File: src/rtl/mbox_rmw_pkg.sv
package mbox_rmw_pkg;

  localparam int WORD_W   = 32;
  localparam int LANES    = WORD_W / 8;
  localparam int CORE_W   = 10;
  localparam int TADDR_W  = 16;
  localparam int KEEP_LSB = 27;
  localparam int CORE_LSB = 16;

  typedef enum logic [2:0] {
    ST_IDLE  = 3'd0,
    ST_RD    = 3'd1,
    ST_RWAIT = 3'd2,
    ST_WR    = 3'd3,
    ST_DONE  = 3'd4
  } rmw_state_e;

  typedef struct packed {
    logic               hit;
    logic               core_ok;
    logic [CORE_W-1:0]  core;
    logic [LANES-1:0]   keep;
    logic [TADDR_W-1:0] addr;
    logic [WORD_W-1:0]  word;
  } cmd_fields_t;

  // Widen each keep bit to a full byte lane.
  function automatic logic [WORD_W-1:0] keep_lanes(input logic [LANES-1:0] k);
    logic [WORD_W-1:0] m;
    for (int i = 0; i < LANES; i++) begin
      m[8*i +: 8] = {8{k[i]}};
    end
    return m;
  endfunction

  // Kept lanes come from the old word, the others from the payload.
  function automatic logic [WORD_W-1:0] merge_word(input logic [WORD_W-1:0] old_w,
                                                   input logic [WORD_W-1:0] new_w,
                                                   input logic [LANES-1:0]  k);
    logic [WORD_W-1:0] m;
    m = keep_lanes(k);
    return (old_w & m) | (new_w & ~m);
  endfunction

  // Mailbox slot address: base + 0x20 + (command & 0x1C).
  function automatic logic [TADDR_W-1:0] mail_slot_addr(input logic [TADDR_W-1:0] base,
                                                        input logic [2:0]         slot);
    return base + TADDR_W'(16'h0020) + TADDR_W'({slot, 2'b00});
  endfunction

endpackage

File: src/rtl/mbox_cmd_decode.sv
module mbox_cmd_decode
  import mbox_rmw_pkg::*;
#(
  parameter int               NUM_CORES = 4,
  parameter int               OFS_W     = 12,
  parameter logic [OFS_W-1:0] MAIL_OFS  = 12'h048,
  parameter logic [OFS_W-1:0] ANY_OFS   = 12'h158,
  parameter logic [15:0]      MBOX_BASE = 16'h1000
) (
  input  logic             cmd_wide,
  input  logic [OFS_W-1:0] cmd_offset,
  input  logic [63:0]      cmd_data,
  output cmd_fields_t      fields
);

  logic is_mail;
  logic is_any;
  logic unused_cmd_bits;

  assign is_mail = cmd_wide && (cmd_offset == MAIL_OFS);
  assign is_any  = cmd_wide && (cmd_offset == ANY_OFS);
  assign unused_cmd_bits = ^{cmd_data[31], cmd_data[26]};

  always_comb begin
    fields.hit     = is_mail || is_any;
    fields.core    = cmd_data[CORE_LSB +: CORE_W];
    fields.core_ok = (32'(fields.core) < 32'(NUM_CORES));
    fields.keep    = cmd_data[KEEP_LSB +: LANES];
    fields.word    = cmd_data[63:32];
    if (is_mail) begin
      fields.addr = mail_slot_addr(MBOX_BASE, cmd_data[4:2]);
    end else begin
      fields.addr = cmd_data[TADDR_W-1:0];
    end
  end

endmodule

File: src/rtl/mbox_rmw_ctrl.sv
module mbox_rmw_ctrl
  import mbox_rmw_pkg::*;
(
  input  logic clk,
  input  logic rst_n,
  input  logic cmd_valid,
  input  logic hit,
  input  logic core_ok,
  input  logic keep_nz,
  input  logic bus_gnt,
  input  logic bus_rvalid,
  output logic accept,
  output logic load,
  output logic rd_capture,
  output logic cmd_ready,
  output logic busy,
  output logic bus_req,
  output logic bus_we,
  output logic rsp_valid,
  output logic rsp_err
);

  rmw_state_e state_q, state_d;
  logic       err_q;

  assign cmd_ready  = (state_q == ST_IDLE);
  assign busy       = (state_q != ST_IDLE);
  assign accept     = cmd_valid && cmd_ready;
  assign load       = accept && hit && core_ok;
  assign rd_capture = (state_q == ST_RWAIT) && bus_rvalid;
  assign bus_req    = (state_q == ST_RD) || (state_q == ST_WR);
  assign bus_we     = (state_q == ST_WR);
  assign rsp_valid  = (state_q == ST_DONE);
  assign rsp_err    = err_q;

  always_comb begin
    state_d = state_q;
    unique case (state_q)
      ST_IDLE: begin
        if (accept && hit) begin
          if (!core_ok)     state_d = ST_DONE;
          else if (keep_nz) state_d = ST_RD;
          else              state_d = ST_WR;
        end
      end
      ST_RD:    if (bus_gnt)    state_d = ST_RWAIT;
      ST_RWAIT: if (bus_rvalid) state_d = ST_WR;
      ST_WR:    if (bus_gnt)    state_d = ST_DONE;
      ST_DONE:                  state_d = ST_IDLE;
      default:                  state_d = ST_IDLE;
    endcase
  end

  always_ff @(posedge clk) begin
    if (!rst_n) begin
      state_q <= ST_IDLE;
      err_q   <= 1'b0;
    end else begin
      state_q <= state_d;
      if (accept && hit) begin
        err_q <= !core_ok;
      end
    end
  end

endmodule

File: src/rtl/mbox_merge_path.sv
module mbox_merge_path
  import mbox_rmw_pkg::*;
(
  input  logic               clk,
  input  logic               rst_n,
  input  logic               load,
  input  logic [LANES-1:0]   keep_in,
  input  logic [TADDR_W-1:0] addr_in,
  input  logic [CORE_W-1:0]  core_in,
  input  logic [WORD_W-1:0]  word_in,
  input  logic               rd_capture,
  input  logic [WORD_W-1:0]  rdata,
  output logic [TADDR_W-1:0] tgt_addr,
  output logic [CORE_W-1:0]  tgt_core,
  output logic [WORD_W-1:0]  wr_word
);

  logic [LANES-1:0]  keep_q;
  logic [WORD_W-1:0] payload_q;

  always_ff @(posedge clk) begin
    if (!rst_n) begin
      keep_q    <= '0;
      payload_q <= '0;
      tgt_addr  <= '0;
      tgt_core  <= '0;
      wr_word   <= '0;
    end else if (load) begin
      keep_q    <= keep_in;
      payload_q <= word_in;
      tgt_addr  <= addr_in;
      tgt_core  <= core_in;
      wr_word   <= word_in;
    end else if (rd_capture) begin
      wr_word   <= merge_word(rdata, payload_q, keep_q);
    end
  end

endmodule

File: src/rtl/mbox_rmw_writer.sv
module mbox_rmw_writer
  import mbox_rmw_pkg::*;
#(
  parameter int          NUM_CORES = 4,
  parameter int          OFS_W     = 12,
  parameter logic [11:0] MAIL_OFS  = 12'h048,
  parameter logic [11:0] ANY_OFS   = 12'h158,
  parameter logic [15:0] MBOX_BASE = 16'h1000
) (
  input  logic             clk,
  input  logic             rst_n,
  input  logic             cmd_valid,
  output logic             cmd_ready,
  input  logic             cmd_wide,
  input  logic [OFS_W-1:0] cmd_offset,
  input  logic [63:0]      cmd_data,
  output logic             busy,
  output logic             rsp_valid,
  output logic             rsp_err,
  output logic             bus_req,
  output logic             bus_we,
  output logic [15:0]      bus_addr,
  output logic [9:0]       bus_core,
  output logic [31:0]      bus_wdata,
  input  logic             bus_gnt,
  input  logic             bus_rvalid,
  input  logic [31:0]      bus_rdata
);

  cmd_fields_t fld;
  logic        ev_accept;
  logic        ev_load;
  logic        ev_capture;

  mbox_cmd_decode #(
    .NUM_CORES (NUM_CORES),
    .OFS_W     (OFS_W),
    .MAIL_OFS  (MAIL_OFS),
    .ANY_OFS   (ANY_OFS),
    .MBOX_BASE (MBOX_BASE)
  ) dec_i (
    .cmd_wide   (cmd_wide),
    .cmd_offset (cmd_offset),
    .cmd_data   (cmd_data),
    .fields     (fld)
  );

  mbox_rmw_ctrl ctrl_i (
    .clk        (clk),
    .rst_n      (rst_n),
    .cmd_valid  (cmd_valid),
    .hit        (fld.hit),
    .core_ok    (fld.core_ok),
    .keep_nz    (|fld.keep),
    .bus_gnt    (bus_gnt),
    .bus_rvalid (bus_rvalid),
    .accept     (ev_accept),
    .load       (ev_load),
    .rd_capture (ev_capture),
    .cmd_ready  (cmd_ready),
    .busy       (busy),
    .bus_req    (bus_req),
    .bus_we     (bus_we),
    .rsp_valid  (rsp_valid),
    .rsp_err    (rsp_err)
  );

  mbox_merge_path path_i (
    .clk        (clk),
    .rst_n      (rst_n),
    .load       (ev_load),
    .keep_in    (fld.keep),
    .addr_in    (fld.addr),
    .core_in    (fld.core),
    .word_in    (fld.word),
    .rd_capture (ev_capture),
    .rdata      (bus_rdata),
    .tgt_addr   (bus_addr),
    .tgt_core   (bus_core),
    .wr_word    (bus_wdata)
  );

endmodule

File: config.mk
export PLATFORM = sky130hd
export DESIGN_NAME = mbox_rmw_writer
export DESIGN_NICKNAME = d
export VERILOG_FILES = /design/src/rtl/mbox_rmw_pkg.sv /design/src/rtl/mbox_cmd_decode.sv /design/src/rtl/mbox_rmw_ctrl.sv /design/src/rtl/mbox_merge_path.sv /design/src/rtl/mbox_rmw_writer.sv
export SDC_FILE = /design/constraint.sdc
export NUM_CORES = 1
export LEC_CHECK = 0
export BUFFER_PORTS_ARGS = -buffer_cell sky130_fd_sc_hd__buf_2
export CAP_MARGIN = 10
export CORE_MARGIN = 4
export CORE_UTILIZATION = 30
export DETAILED_ROUTE_END_ITERATION = 16
export PLACE_DENSITY_LB_ADDON = 0.25
export SLEW_MARGIN = 5
export SYNTH_ARGS = -nofsm -noshare
export SYNTH_HDL_FRONTEND = slang
export SYNTH_HIERARCHICAL = 1
export SYNTH_SLANG_ARGS = --single-unit
File: constraint.sdc
create_clock -name clk -period 2.7 [get_ports clk]
set_input_delay 0.27 -clock clk [delete_from_list [all_inputs] [get_ports clk]]
set_output_delay 0.27 -clock clk [all_outputs]
set_load 0.05 [all_outputs]
* Word level (Yosys, flattened, before mapping) *
Index checks and enable logic that the tools add are counted.

word-level totals
  register bits = 98
  bits in latches = 0
  memory bits (writable) = 0
  bits in read-only memories = 0
  input bits = 114
  output and inout bits = 64
  logic and storage cells = 47
  memories = 0

operators by class
  $add $sub $neg = 1
  multipliers = 0
  div/mod/pow operators = 0
  order comparisons = 1
  equality and inequality tests = 10
  shifts and indexed selects = 0
  mux-type cells = 10
  bitwise operators = 4
  reductions and logical operators = 14

operators with widths
  operator                                                                       number
  32-bit bitwise AND                                                             2
  32-bit 2-to-1 mux                                                              2
  32-bit inverter                                                                1
  32-bit bitwise OR                                                              1
  16-bit 2-to-1 mux                                                              1
  3-bit 2-to-1 mux                                                               5
  13-bit by 5-bit adder with 14-bit output, first input constant                 1
  12-bit by 7-bit equality test with 1-bit output, second input constant         1
  12-bit by 9-bit equality test with 1-bit output, second input constant         1
  3-bit one-hot mux with 4 select lines                                          1
  10-bit by 3-bit less-than comparator with 1-bit output, second input constant  1
  3-bit by 2-bit equality test with 1-bit output, second input constant          2
  1-bit logical AND                                                              6
  2-bit != test, second input constant                                           3
  4-bit AND reduction                                                            1
  4-bit OR reduction                                                             1
  3-bit by 1-bit equality test with 1-bit output, second input constant          1
  3-bit equality test, second input constant                                     1
  3-bit zero test                                                                1
  3-bit nonzero test                                                             1
  1-bit logical OR                                                               2
  2-bit 2-to-1 mux                                                               1
  2-bit by 1-bit != test with 1-bit output, second input constant                1
  2-bit nonzero test                                                             1
  1-bit zero test                                                                1

* Depth between registers and ports, before layout *
Gate-level depths: netlist (run 1).

  depth in word-level cells = 6
  gate-level depth with buffers = 9
  gate-level depth less buffers = 6

* Hierarchy *
The synthesis (run 1) kept the hierarchy.

by module, submodules not included
  module           times used  cells each  area each (µm²)
  mbox_merge_path  1           382         4,294.1
  mbox_cmd_decode  1           86          656.9
  mbox_rmw_ctrl    1           30          245.2
  mbox_rmw_writer  1           1           7.5

* Least setup slack after synthesis (run 1) *
No wires, ideal clock.

  kind = input to register
  from = in cmd_data[21]
  to = reg path_i.tgt_addr[0]
  arrival = 1,940 ps
  data required time = 2,583 ps
  setup slack = 642 ps
  stages on the path = 9
  path buffers = 3
  cell sequence = or4_1 -> nor2_1 -> nand3_1 -> nor4_1 -> buf_4 -> buf_6 -> buf_6 -> mux2i_1 -> nor2b_1

RTL lines
  element               RTL line               source
  start, declared       mbox_rmw_writer.sv:16  input logic [63:0] cmd_data,
  end signal, assigned  mbox_merge_path.sv:31  tgt_addr <= addr_in;
  end, declared         mbox_merge_path.sv:13  output logic [TADDR_W-1:0] tgt_addr,

==> results of run 1 <==
-- power breakdown --
part | total, µW | switching (µW) | internal (µW)
clock network | 1350 | 541 | 807
logic | 180 | 88.9 | 90.6
registers | 1440 | 0.00540 | 1440
total | 2970 | 630 | 2340
-- registers in the layout, indices dropped and copies added, names as in the netlist --
name and cells:
ctrl_i/rsp_err 1, path_i/keep_q 4, path_i/tgt_addr 16, path_i/tgt_core 10, path_i/wr_word 32, path_i/payload_q 32
ctrl_i/state_q 3
-- worst max-delay path: stages --
cell	delay, ns
buf_2	0.10
or4_1	0.52
nor2_1	0.16
nand3_1	0.14
nor4_2	0.37
buf_4	0.29
buf_12	0.22
mux2i_1	0.23
nor2b_1	0.06
-- final cells by class --
cell class / count / area, µm²
Tap cell: 220 / 275
Clock buffer: 12 / 236
Timing Repair Buffer: 191 / 1050
Sequential cell: 98 / 1960
Clock inverter: 3 / 65.1
Inverter: 12 / 45.0
Multi-Input combinational cell: 299 / 2560
Fill cell: 1717 / 10600
-- per-layer routing --
| layer | vias to the layer above | share of wire (%) | track usage, % |
|---|---|---|---|
| met5 | - | 0 | 0 |
| met1 | 1813 | 45 | 15.7 |
| met4 | 0 | 1.3 | 4.03 |
| met2 | 120 | 47 | 20.9 |
| li1 | 1932 | - | - |
| met3 | 12 | 7.6 | 4.39 |
-- cells in the final DEF, fill, tap and decap left out, types with 9 or more instances in the layout --
cell type	count
a41oi_1	11
buf_2	175
buf_4	12
clkbuf_16	9
dfxtp_1	98
inv_1	12
mux2i_1	94
nand2b_1	32
nand3_1	34
nor2b_1	64
o221ai_2	30
-- through the flow --
stage	util, %	hold WS, ns	power [µW]	std cells	cell area, µm²
after global placement	35.1	0.493	1660	820	5890
final	36.9	0.184	2970	835	6190
after global routing	36.9	0.181	3090	835	6190
after floorplan	-	0.430	1600	498	5200
after CTS	36.9	0.162	3030	835	6190
after detailed placement	35.1	0.502	1660	820	5890
-- path summary, 6_finish.rpt --
check	from	to	slack [ns]	depth (start not counted)
setup / recovery	cmd_data[21]	path_i/payload_q[11]	0.54	9
hold / removal	cmd_data[32]	path_i/wr_word[0]	0.18	3
setup reg to reg	ctrl_i/state_q[1]	path_i/wr_word[31]	0.80	5
hold reg to reg	path_i/tgt_addr[8]	path_i/tgt_addr[8]	0.52	2
==> run summary, run 1 <==
post-route ant nets -> 0
setup_tns -> 0 ns
syn avg cell area -> 10.4 µm²
Die Y -> 140 µm
Synth-to-Final Area Change -> 19.0%
P per Cell Area -> 481 nW/µm²
DIE AREA -> 19500 µm²
DP HPWL -> 9310 µm
post-CTS setup buffers -> 0
vias in the first global route -> 4048
RSZ-0062 raised after global routing -> false
Pleak -> 0.00231 µW
critical path class -> in -> reg
Tmin final -> 2.16 ns
post-CTS resize count -> 0
grt total ovfl -> 0
Max Fclk -> 464 MHz
Syn Nets -> 612
endpoints failing hold -> 0
CTS sink cnt -> 98
Final Skew -> 0.00798 ns
Max Slew Vio Count -> 0
# DRC -> 0
wire per inst -> 15.2 µm
Clock Tree Root -> clkbuf_16
via count -> 3877
antenna cells -> 0
vias per cell -> 4.64
Hold Buf Count CTS -> 0
pre-CTS setup slack -> 0.171 ns
Num CTS Buffers -> 9
Arr. time, crit path -> 2.38 ns
std cell rows -> 47
GR Util All Layers -> 12.7%
worst setup margin -> 0.545 ns
crit end category -> flip-flop
type of the worst min-delay path -> in -> reg
starting density of the core -> 31.0%
Req. time, crit path -> 2.92 ns
Initial DRC Count -> 89
I/O Buffers -> 175
Clock Latency Late Sink -> 0.34 ns
largest net degree at the start of global routing -> 44
Slew headroom -> 46.7%
Post-Syn Instances -> 498
initial antenna violation count -> 0
max-cap viol count -> 0
RD Place Congestion -> 0.768
fin crit share -> 79.8%
number of nets in the layout -> 725
Die W -> 140 µm
first-pass GRT wire length -> 20300 µm
Core ar. -> 16800 µm²
Clock transition at path regs -> 0.07 ns
htree depth -> 3
Detailed Route WL -> 12700 µm
share of cells above drive strength 1 -> 39.3%
status -> finished clean
Peak supply drop -> 255 µV
Slew @ Worst Pin -> 0.797 ns
CP max FO -> 35
CTS tree -> yes
clock buffer depth -> 2
Finish-stage setup viols -> 0
post-synthesis instance area -> 5200 µm²
Ports -> 178
crit start category -> input port
DRT Pass-1 Iters -> 4
synth warn -> 6
Power figures use the tool's default switching activity.
==> inputs of run 2 (changes only) <==
==> constraint.sdc (replaced) <==
create_clock -name clk -period 1.9 [get_ports clk]
set_input_delay 0.19 -clock clk [delete_from_list [all_inputs] [get_ports clk]]
set_output_delay 0.19 -clock clk [all_outputs]
set_load 0.05 [all_outputs]
==> run 2 against run 1 <==
  * Hold slack got worse by 0.077 ns
  * Combinational power is 49% higher
  * Via count rose by 0.98%
  * Cell area up 2.0%
  * Global-route usage up 0.41 points
  * First-iteration DRC count up 18%
  * Final cell count increased by 1.8%
  * Sequential power increased by 42%
  * Flip-flop and latch count stayed put
  * Critical endpoint unchanged
  * Largest power group unchanged
  * Highest routed layer is now met5
==> run summary, run 2 (same netlist as run 1, synthesis figures left out) <==
Arr. time, crit path -> 1.98 ns
crit-path cells -> buf_2 -> or4_1 -> nor2_2 -> nand3_2 -> nor4_4 -> buf_4 -> buf_12 -> mux2i_1 -> nor2b_1
most common cell after layout, fill and taps aside -> buf_2
number of nets in the layout -> 740
CP max stage delay -> 0.54 ns
cell count after placement -> 835
Clock Latency Late Sink -> 0.34 ns
non-filler cells in the finished layout -> 850
DRT Pass-1 Iters -> 4
CTS tree -> yes
starting density of the core -> 31.0%
Sw Share -> 21.7%
crit start category -> input port
clock share of power -> 41.4%
placed cell area -> 6050 µm²
share of cells above drive strength 1 -> 41.0%
Worst Reg2Reg Path Length in Cells -> 5
std cell rows -> 47
Critical R2R Launch -> ctrl_i/state_q[1]
worst hold stages -> 3
wire per inst -> 14.9 µm
DIE AREA -> 19500 µm²
grt total ovfl -> 0
most frequent cells in the layout -> buf_2 (175), dfxtp_1 (98), mux2i_1 (94)
crit end category -> flip-flop
Filler cells -> 1703
Die W -> 140 µm
I/O Buffers -> 175
Tmin final -> 1.75 ns
Reg area -> 1960 µm²
multi-input logic area -> 2580 µm²
# DRC -> 0
Sw Pwr -> 860 µW
RD Place Congestion -> 0.764
Min-Delay Startpoint -> cmd_data[41]
Ports -> 178
Hold Buf Count CTS -> 0
htree depth -> 3
via count -> 3915
CTS sink cnt -> 98
CP max FO -> 30
r2r endpoint -> path_i/wr_word[25]
Critical-path top delay cell -> or4_1
Pleak -> 0.00238 µW
critical path class -> in -> reg
initial antenna violation count -> 2
combinational share of power -> 6.8%
Reg power frac -> 51.8%
vias per cell -> 4.61
DP HPWL -> 9550 µm
Die Y -> 140 µm
Detailed Route WL -> 12700 µm
Final Skew -> 0.00526 ns
post-route ant nets -> 0
type of the worst min-delay path -> in -> reg
status -> finished clean
Clock transition at path regs -> 0.06 ns
vias in the first global route -> 4214
Slew @ Worst Pin -> 0.594 ns
Num CTS Buffers -> 9
Max Fclk -> 570 MHz
Slew headroom -> 60.4%
GR Util All Layers -> 13.1%
RSZ-0062 raised after global routing -> false
setup_tns -> 0 ns
Max Slew Vio Count -> 0
P per Cell Area -> 628 nW/µm²
clock buffer depth -> 2
Hold Path Sink -> path_i/wr_word[9]
cell area after layout -> 6310 µm²
Clock Tree Root -> clkbuf_16
Req. time, crit path -> 2.12 ns
Synth-to-Final Area Change -> 21.4%
r2r setup slk -> 0.23 ns
post-CTS resize count -> 0
Core ar. -> 16800 µm²
fin crit share -> 92.3%
post-CTS setup buffers -> 0
largest net degree at the start of global routing -> 35
first-pass GRT wire length -> 21100 µm
endpoints failing hold -> 0
Peak supply drop -> 371 µV
Finish-stage setup viols -> 0
Initial DRC Count -> 105
Layout Utilization -> 37.7%
Internal -> 3110 µW
max-cap viol count -> 0
Top Registers -> path_i/payload_q (32), path_i/wr_word (32), path_i/tgt_addr (16)
-- run 2: final cells by class --
type / instances / area share (%)
multi-input combinational: 299 / 40.8
sequential: 98 / 31.1
timing repair buffer: 206 / 19.0
tap: 220 / 4.36
clock buffer: 14 / 4.02
inverter: 12 / 0.714
antenna: 1 / 0.0397
-- run 2: power groups by stage --
stage | logic [µW] | clock network, µW | registers [µW]
after global placement | 271 | 0 | 2100
after global routing | 297 | 1830 | 2050
after floorplan | 178 | 0 | 2100
after CTS | 274 | 1740 | 2050
final | 269 | 1640 | 2050
after detailed placement | 273 | 0 | 2100
-- run 2: critical path, delay by kind of cell --
family,cells,cell delay [ns]
multiplexers,1,0.21
buffers and inverters,3,0.50
AND/OR/NAND/NOR,5,1.07
-- run 2: worst max path at each step --
stage / start / end / cells past startpoint
floorplan: cmd_data[21] / path_i/tgt_addr[0] / 9
global placement: cmd_data[21] / path_i/payload_q[9] / 9
detailed placement: cmd_data[21] / path_i/payload_q[8] / 9
CTS: cmd_data[21] / path_i/payload_q[8] / 9
global route: cmd_data[21] / path_i/payload_q[19] / 9
finish: cmd_data[21] / path_i/payload_q[11] / 9
-- run 2: stage by stage --
| step | hold WS (ns) | setup WS (ns) | power [µW] |
|---|---|---|---|
| 2_1_floorplan | 0.350 | -0.00192 | 2280 |
| 3_3_place_gp | 0.441 | -0.241 | 2370 |
| 3_5_place_dp | 0.454 | -0.281 | 2370 |
| 4_1_cts | 0.0822 | 0.0889 | 4070 |
| 5_1_grt | 0.0963 | 0.00286 | 4180 |
| 6_report | 0.107 | 0.146 | 3970 |
-- run 2: layer usage --
metal  GRT usage (%)  routed length, µm  up-vias
met4            4.84                201        2
li1                -                  -     1969
met2            21.2               5880      116
met1            16.5               5650     1812
met5               0                 13        -
met3            4.12                914       16
